<file path="src/rtl/prbs_chk_pkg.sv">
package prbs_chk_pkg;
  localparam int LANE_W = 5;

  // One step of a lane register: x^5 + x^3 + 1, shifting toward the MSB
  function automatic logic [LANE_W-1:0] lane_step(input logic [LANE_W-1:0] s);
    return {s[3:0], s[4] ^ s[2]};
  endfunction

  // Start value of lane i: top bit carries the sync word bit, low bits nonzero
  function automatic logic [LANE_W-1:0] lane_seed(input logic sync_bit, input int lane);
    logic [3:0] low;
    low = 4'((lane % 15) + 1);
    return {sync_bit, low};
  endfunction
endpackage

</file>
<file path="src/rtl/prbs_ref_gen.sv">
module prbs_ref_gen
  import prbs_chk_pkg::*;
#(
  parameter int          DATA_W    = 20,
  parameter logic [DATA_W-1:0] SYNC_WORD = 20'h695A7
) (
  input  logic              clk,
  input  logic              rst,
  input  logic              load,
  input  logic              adv,
  output logic [DATA_W-1:0] exp_word
);
  for (genvar g = 0; g < DATA_W; g++) begin : g_lane
    localparam logic [LANE_W-1:0] SEED = lane_seed(SYNC_WORD[g], g);
    logic [LANE_W-1:0] st;

    always_ff @(posedge clk) begin
      if (rst)       st <= SEED;
      else if (load) st <= lane_step(SEED);   // word after the sync word
      else if (adv)  st <= lane_step(st);
    end

    assign exp_word[g] = st[LANE_W-1];
  end
endmodule

</file>
<file path="config.mk">
export PLATFORM = sky130hd
export DESIGN_NAME = prbs_ref_gen
export DESIGN_NICKNAME = d
export VERILOG_FILES = /design/src/rtl/prbs_chk_pkg.sv /design/src/rtl/prbs_ref_gen.sv
export SDC_FILE = /design/constraint.sdc
export NUM_CORES = 1
export LEC_CHECK = 0
export CORE_MARGIN = 4
export CORE_UTILIZATION = 65
export DETAILED_ROUTE_END_ITERATION = 8
export DONT_BUFFER_PORTS = 1
export PLACE_DENSITY = 0.92
export SLEW_MARGIN = 15
export SYNTH_ARGS = -nofsm -noshare
export SYNTH_HDL_FRONTEND = slang
export SYNTH_SLANG_ARGS = --single-unit
export TNS_END_PERCENT = 100
</file>
<file path="constraint.sdc">
create_clock -name clk -period 1.9 [get_ports clk]
set_clock_uncertainty 0.15 [all_clocks]
set_input_delay 0.095 -clock clk [delete_from_list [all_inputs] [get_ports clk]]
set_output_delay 0.095 -clock clk [all_outputs]
set_load 0.05 [all_outputs]
</file>
==> metrics.yaml, run 1 <==
dr.pass1.iters: 5
tightest_slew_ns: 1.015
finalHoldViolations: 0
whs_path_depth: 3
syn_area_sq_um: 4029
root_buffer: "clkbuf_8"
ys_seq_area_share_pct: 49.69
dpl.cell_count: 423
antenna_found_initial: 0
tritoncts: "done"
finalPower_w: 0.004151
drive_gt1_share_pct: 13.92
grt_first_pass_wirelength_um: 17760
slew_violations: 0
end_kind: "flop"
drc: 0
die_x_um: 86.73
wl_met2_um: 5404
place_ws_ns: 0.6610
cpMaxStageDelayCell: "dlygate4sd3_1"
path_clk_slew_ns: 0.09
startpoint_type: "input pin"
crit_path_max_incr_delay_ns: 0.59
r2r-start: "g_lane[12].st[0]$_SDFFE_PP1P_"
min_from: "load"
max_freq_mhz: 601.7
die-area_sq_um: 7522
area_growth_pct: 19.94
utilization_pct: 81.13
routedWlPerCell_um: 21.00
yosysWarnings: 0
p_sw_w: 0.001115
final_cells: 506
track_usage_pct: 31.08
cp.required_ns: 1.99
grt_max_degree: 64
ys_ff_latch: 100
finalWeightedCongestion: 0.7468
avgViaCountPerCell: 6.014
rows: 28
clock_sinks: 100
die_y_um: 86.73
rsz0062_at_grt: "false"
pwr-share-seq_pct: 55.2
hpwl_um: 4022
drtIter0Drc: 236
wl_um: 10630
critPathArrivalTime_ns: 1.75
r2r-end: "g_lane[12].st[0]$_SDFFE_PP1P_"
regToRegSetupSlack_ns: 0.31
fin_crit_ns: 1.662
p_int_w: 0.003036
min_to: "g_lane[17].st[0]$_SDFFE_PP1P_"
crit_fanout: 62
p_leak_nw: 2.037
drv_cap: 0
grt_pass1_vias: 3387
min_path_type: "input pin to flop"
clockBufferDepth: 2
drtAntennaViolNets: 0
path_cells: "dlygate4sd3_1, buf_12, nor3b_2, buf_4, a21oi_1"
synth_enable_flop_cells: 0
htreeDepth: 3
sw_frac_of_total_pct: 26.85
power_density_nw_per_um2: 859.0
final.period_utilization_pct: 87.47
worst_slack_ns: 0.2380
largest_reg_flops: 100
status: "finished, final reports clean"
async_reset_ff_share_pct: 0
top_register: "g_lane.st"
portBuffers: 0
synth.distinct_cells: 23
syn_nets: 379
insertion_delay_ns: 0.37
ir_worst_vdd_uv: 731.2
top_regs: "g_lane.st x100"
synth_area_per_cell_sq_um: 10.74
combPwrFrac_pct: 15.2
cts_made_buffers: 9
start_util_pct: 67.65
met1_length_um: 4195
num-nets-final: 430
pwr-share-clk_pct: 29.6
synthCells: 375
grt_overflow_total: 0
max-slew-margin-rel_pct: 32.31
core_sq_um: 5956
vias: 3043
diodes: 0
io_pins: 24
setup_tns_ns: 0
highest_layer: "met4"
setup_viol: 0
dr_wl_met3_um: 609
r2r_cells: 3
synth_flop_cell: "dfxtp_1"
critPathKind: "input pin to flop"
-- worst max-delay path by stage --
stage / from / endpoint / slack, ns / cells past startpoint
after floorplan: adv / g_lane[14].st[0]$_SDFFE_PP1P_ / 0.81 / 5
after global placement: g_lane[12].st[4]$_SDFFE_PP1P_ / g_lane[12].st[0]$_SDFFE_PP1P_ / 0.74 / 3
after detailed placement: rst / g_lane[16].st[3]$_SDFFE_PP0P_ / 0.66 / 2
after CTS: g_lane[2].st[2]$_SDFFE_PP0P_ / g_lane[2].st[2]$_SDFFE_PP0P_ / 0.02 / 4
after global routing: g_lane[2].st[4]$_SDFFE_PP1P_ / g_lane[2].st[4]$_SDFFE_PP1P_ / 0.24 / 4
final: rst / g_lane[2].st[0]$_SDFFE_PP1P_ / 0.24 / 5
-- routing by layer --
metal  track usage (%)  vias to the layer above
li1                  -                     1379
met4             18.41                        0
met5                 0                        -
met3             5.798                       42
met2             53.96                      130
met1             35.34                     1492
-- synth_stat cells, types with 7 or more instances --
master	n	area share, %
dfxtp_1	100	50
mux2i_1	80	20
a21oi_1	32	4.0
buf_4	29	5.4
nor2_1	23	2.1
o21bai_1	22	4.1
xnor2_1	19	4.1
nand2_1	17	1.6
nor4_1	10	1.6
a211oi_1	8	1.5
clkbuf_1	8	0.75
buf_6	7	2.0
-- through the flow --
stage / hold slack, ns / cell area (sq um)
4_1_cts: 0.008680 / 5010
6_report: 0.01958 / 4832
2_1_floorplan: 0.1793 / 4029
5_1_grt: 0.02781 / 4832
3_5_place_dp: 0.02290 / 3939
3_3_place_gp: 0.01906 / 3939
-- cell families (layout without fill, tap and decap cells) --
family          after synthesis  in the layout  share of synthesized area [%]
simple gates                 60             60                          6.863
xor+xnor                     20             20                          4.348
flops                       100            100                          49.69
buf+inv                      51            107                          8.944
compound gates               64             64                          10.28
mux                          80             80                          19.88
-- cell type report --
type,instances,area [sq um]
multi-input cells,224,1670
clock inverters,2,10.01
fillers,279,1124
well taps,75,93.84
inverters,1,3.754
flip-flops and latches,100,2023
repair buffers,90,878.3
clock buffers,14,152.6
-- power by group through the flow --
stage	registers, W	clock network (W)	logic (W)
6_report	0.00229	0.00123	0.000632
5_1_grt	0.00230	0.00131	0.000674
4_1_cts	0.00227	0.00118	0.000643
3_5_place_dp	0.00232	0	0.000378
3_3_place_gp	0.00231	0	0.000364
2_1_floorplan	0.00231	0	0.000424
-- critical path, delay by kind of cell --
family	cells	cell delay (ns)
AOI/OAI and AO/OA	1	0.09
buffers and inverters	3	1.07
and+or+nand+nor	1	0.47
-- cells in the final DEF (no fill, tap or decap), types with 4 or more instances in the layout --
cell / instances
dfxtp_1: 83
mux2i_1: 79
dlygate4sd3_1: 63
a21oi_1: 32
buf_4: 24
nor2_1: 23
o21bai_1: 22
xnor2_1: 19
nand2_1: 17
dfxtp_2: 17
nor4_1: 10
clkbuf_8: 10
a211oi_1: 8
nor3_1: 5
clkbuf_1: 4
-- timing repair --
action,in CTS,in global routing
setup endpoints to repair,0,22
setup buffers,0,1
hold endpoints to repair,100,3
hold buffers,87,1
resized for setup,0,18
Power figures use the tool's default switching activity.
==> run 2: changes to the inputs <==
CORE_MARGIN = unset   (was 4)
==> run 2 against run 1 <==
  * Fmax shrank 4.9%
  * Global-route usage grew 6.7 points
  * First-iteration DRC count grew 33%
  * Highest routed layer unchanged
==> metrics.yaml, run 2 (same netlist as run 1, synthesis figures left out) <==
core_sq_um: 5956
nFillCells: 253
pwr-share-clk_pct: 32.2
rsz0062_at_grt: "false"
vias: 3117
insertion_delay_ns: 0.40
portBuffers: 0
max_freq_mhz: 572.5
final_cells: 504
stdcell_area_sq_um: 4843
top_regs: "g_lane.st x100"
tightest_slew_ns: 1.006
pwr-share-seq_pct: 53.1
num-nets-final: 428
cpMostUsedCell: "dlygate4sd3_1"
fin_crit_ns: 1.747
end_kind: "flop"
clockBufferDepth: 2
path_cells: "dlygate4sd3_1, buf_12, nor2_4, dlygate4sd3_1, nand2_1"
cts_made_buffers: 9
antenna_found_initial: 0
final.period_utilization_pct: 91.93
area_growth_pct: 20.22
die_x_um: 80.73
place_ws_ns: 0.6837
final_common_cell: "dfxtp_1"
sw_frac_of_total_pct: 27.82
finalHoldViolations: 0
avgViaCountPerCell: 6.185
worst_slack_ns: 0.1533
status: "finished, final reports clean"
top_register: "g_lane.st"
start_util_pct: 67.65
wl_um: 11330
cpMaxStageDelayCell: "dlygate4sd3_1"
postCtsSetupBuffers: 0
die-area_sq_um: 6517
tritoncts: "done"
critPathKind: "input pin to flop"
power_density_nw_per_um2: 892.6
track_usage_pct: 37.80
finalWeightedCongestion: 0.7085
min_path_type: "input pin to flop"
r2r_cells: 3
dr.pass1.iters: 5
drc: 0
path_clk_slew_ns: 0.09
critPathArrivalTime_ns: 1.86
grt_overflow_total: 0
cp.depth: 5
drv_cap: 0
die_y_um: 80.73
drtAntennaViolNets: 0
htreeDepth: 3
crit_fanout: 62
cp_top_family: "buffers and inverters"
cp.required_ns: 2.01
layout_common_cells: "dfxtp_1, mux2i_1, dlygate4sd3_1"
placed_area_sq_um: 3939
setup_viol: 0
slew_violations: 0
drive_gt1_share_pct: 13.52
clock_sinks: 100
grt_first_pass_wirelength_um: 17580
max-slew-margin-rel_pct: 32.95
dpl.cell_count: 423
hpwl_um: 3986
p_leak_nw: 2.052
drtIter0Drc: 315
p_sw_w: 0.001203
routedWlPerCell_um: 22.47
p_int_w: 0.003120
ir_worst_vdd_uv: 785.4
path_buf_inv: 3
whs_path_depth: 3
setup_tns_ns: 0
diodes: 0
grt_pass1_vias: 3405
io_pins: 24
finalPower_w: 0.004323
rows: 28
crit_path_max_incr_delay_ns: 0.67
grt_max_degree: 63
root_buffer: "clkbuf_8"
largest_reg_flops: 100
combPwrFrac_pct: 14.7
startpoint_type: "input pin"
## run 2: final timing paths
path                                                     from                            end  slack [ns]
worst max-delay path                                      rst  g_lane[11].st[3]$_SDFFE_PP1P_        0.15
worst min-delay path                                      adv  g_lane[14].st[1]$_SDFFE_PP1P_        0.04
worst max register to register   g_lane[1].st[0]$_SDFFE_PP0P_   g_lane[1].st[0]$_SDFFE_PP0P_        0.27
worst min register to register  g_lane[14].st[1]$_SDFFE_PP1P_  g_lane[14].st[1]$_SDFFE_PP1P_        0.33
## run 2: power groups by stage
stage          registers [W]  logic (W)  clock network (W)
2_1_floorplan        0.00231   0.000424                  0
3_3_place_gp         0.00232   0.000362                  0
3_5_place_dp         0.00232   0.000377                  0
4_1_cts              0.00228   0.000622            0.00132
5_1_grt              0.00230   0.000669            0.00147
6_report             0.00230   0.000635            0.00139
## run 2: tightest hold or removal path: cells and delay by family
| family | cells | cell delay [ns] |
|---|---|---|
| mux | 1 | 0.15 |
| simple gates | 1 | 0.06 |
| buf+inv | 1 | 0.21 |
## run 2: area by class of cell
class / count / area [sq um] / area share (%)
Sequential cell: 100 / 2017 / 41.64
Multi-Input combinational cell: 224 / 1675 / 34.59
Timing Repair Buffer: 88 / 863.3 / 17.82
Clock buffer: 9 / 123.9 / 2.557
Tap cell: 75 / 93.84 / 1.937
Clock inverter: 7 / 66.31 / 1.369
Inverter: 1 / 3.754 / 0.07750
## run 2: per-stage QoR
| step | hold slack [ns] | utilization [%] |
|---|---|---|
| 2_1_floorplan | 0.1793 | - |
| 3_3_place_gp | 0.01894 | 66.13 |
| 3_5_place_dp | 0.02288 | 66.13 |
| 4_1_cts | 0.01966 | 83.57 |
| 5_1_grt | 0.04123 | 81.32 |
| 6_report | 0.04302 | 81.32 |
## run 2: what timing repair did
| item | CTS | global route |
|---|---|---|
| resized for setup | 0 | 15 |
| hold buffers | 81 | 0 |
| hold endpoints to repair | 100 | 0 |
| setup endpoints to repair | 0 | 20 |
## run 2: per-layer routing
metal | share of wire, % | track usage (%)
met5 | 0 | 0
met4 | 4.1 | 24.11
met3 | 7.0 | 12.70
met2 | 49 | 63.14
met1 | 40 | 41.11
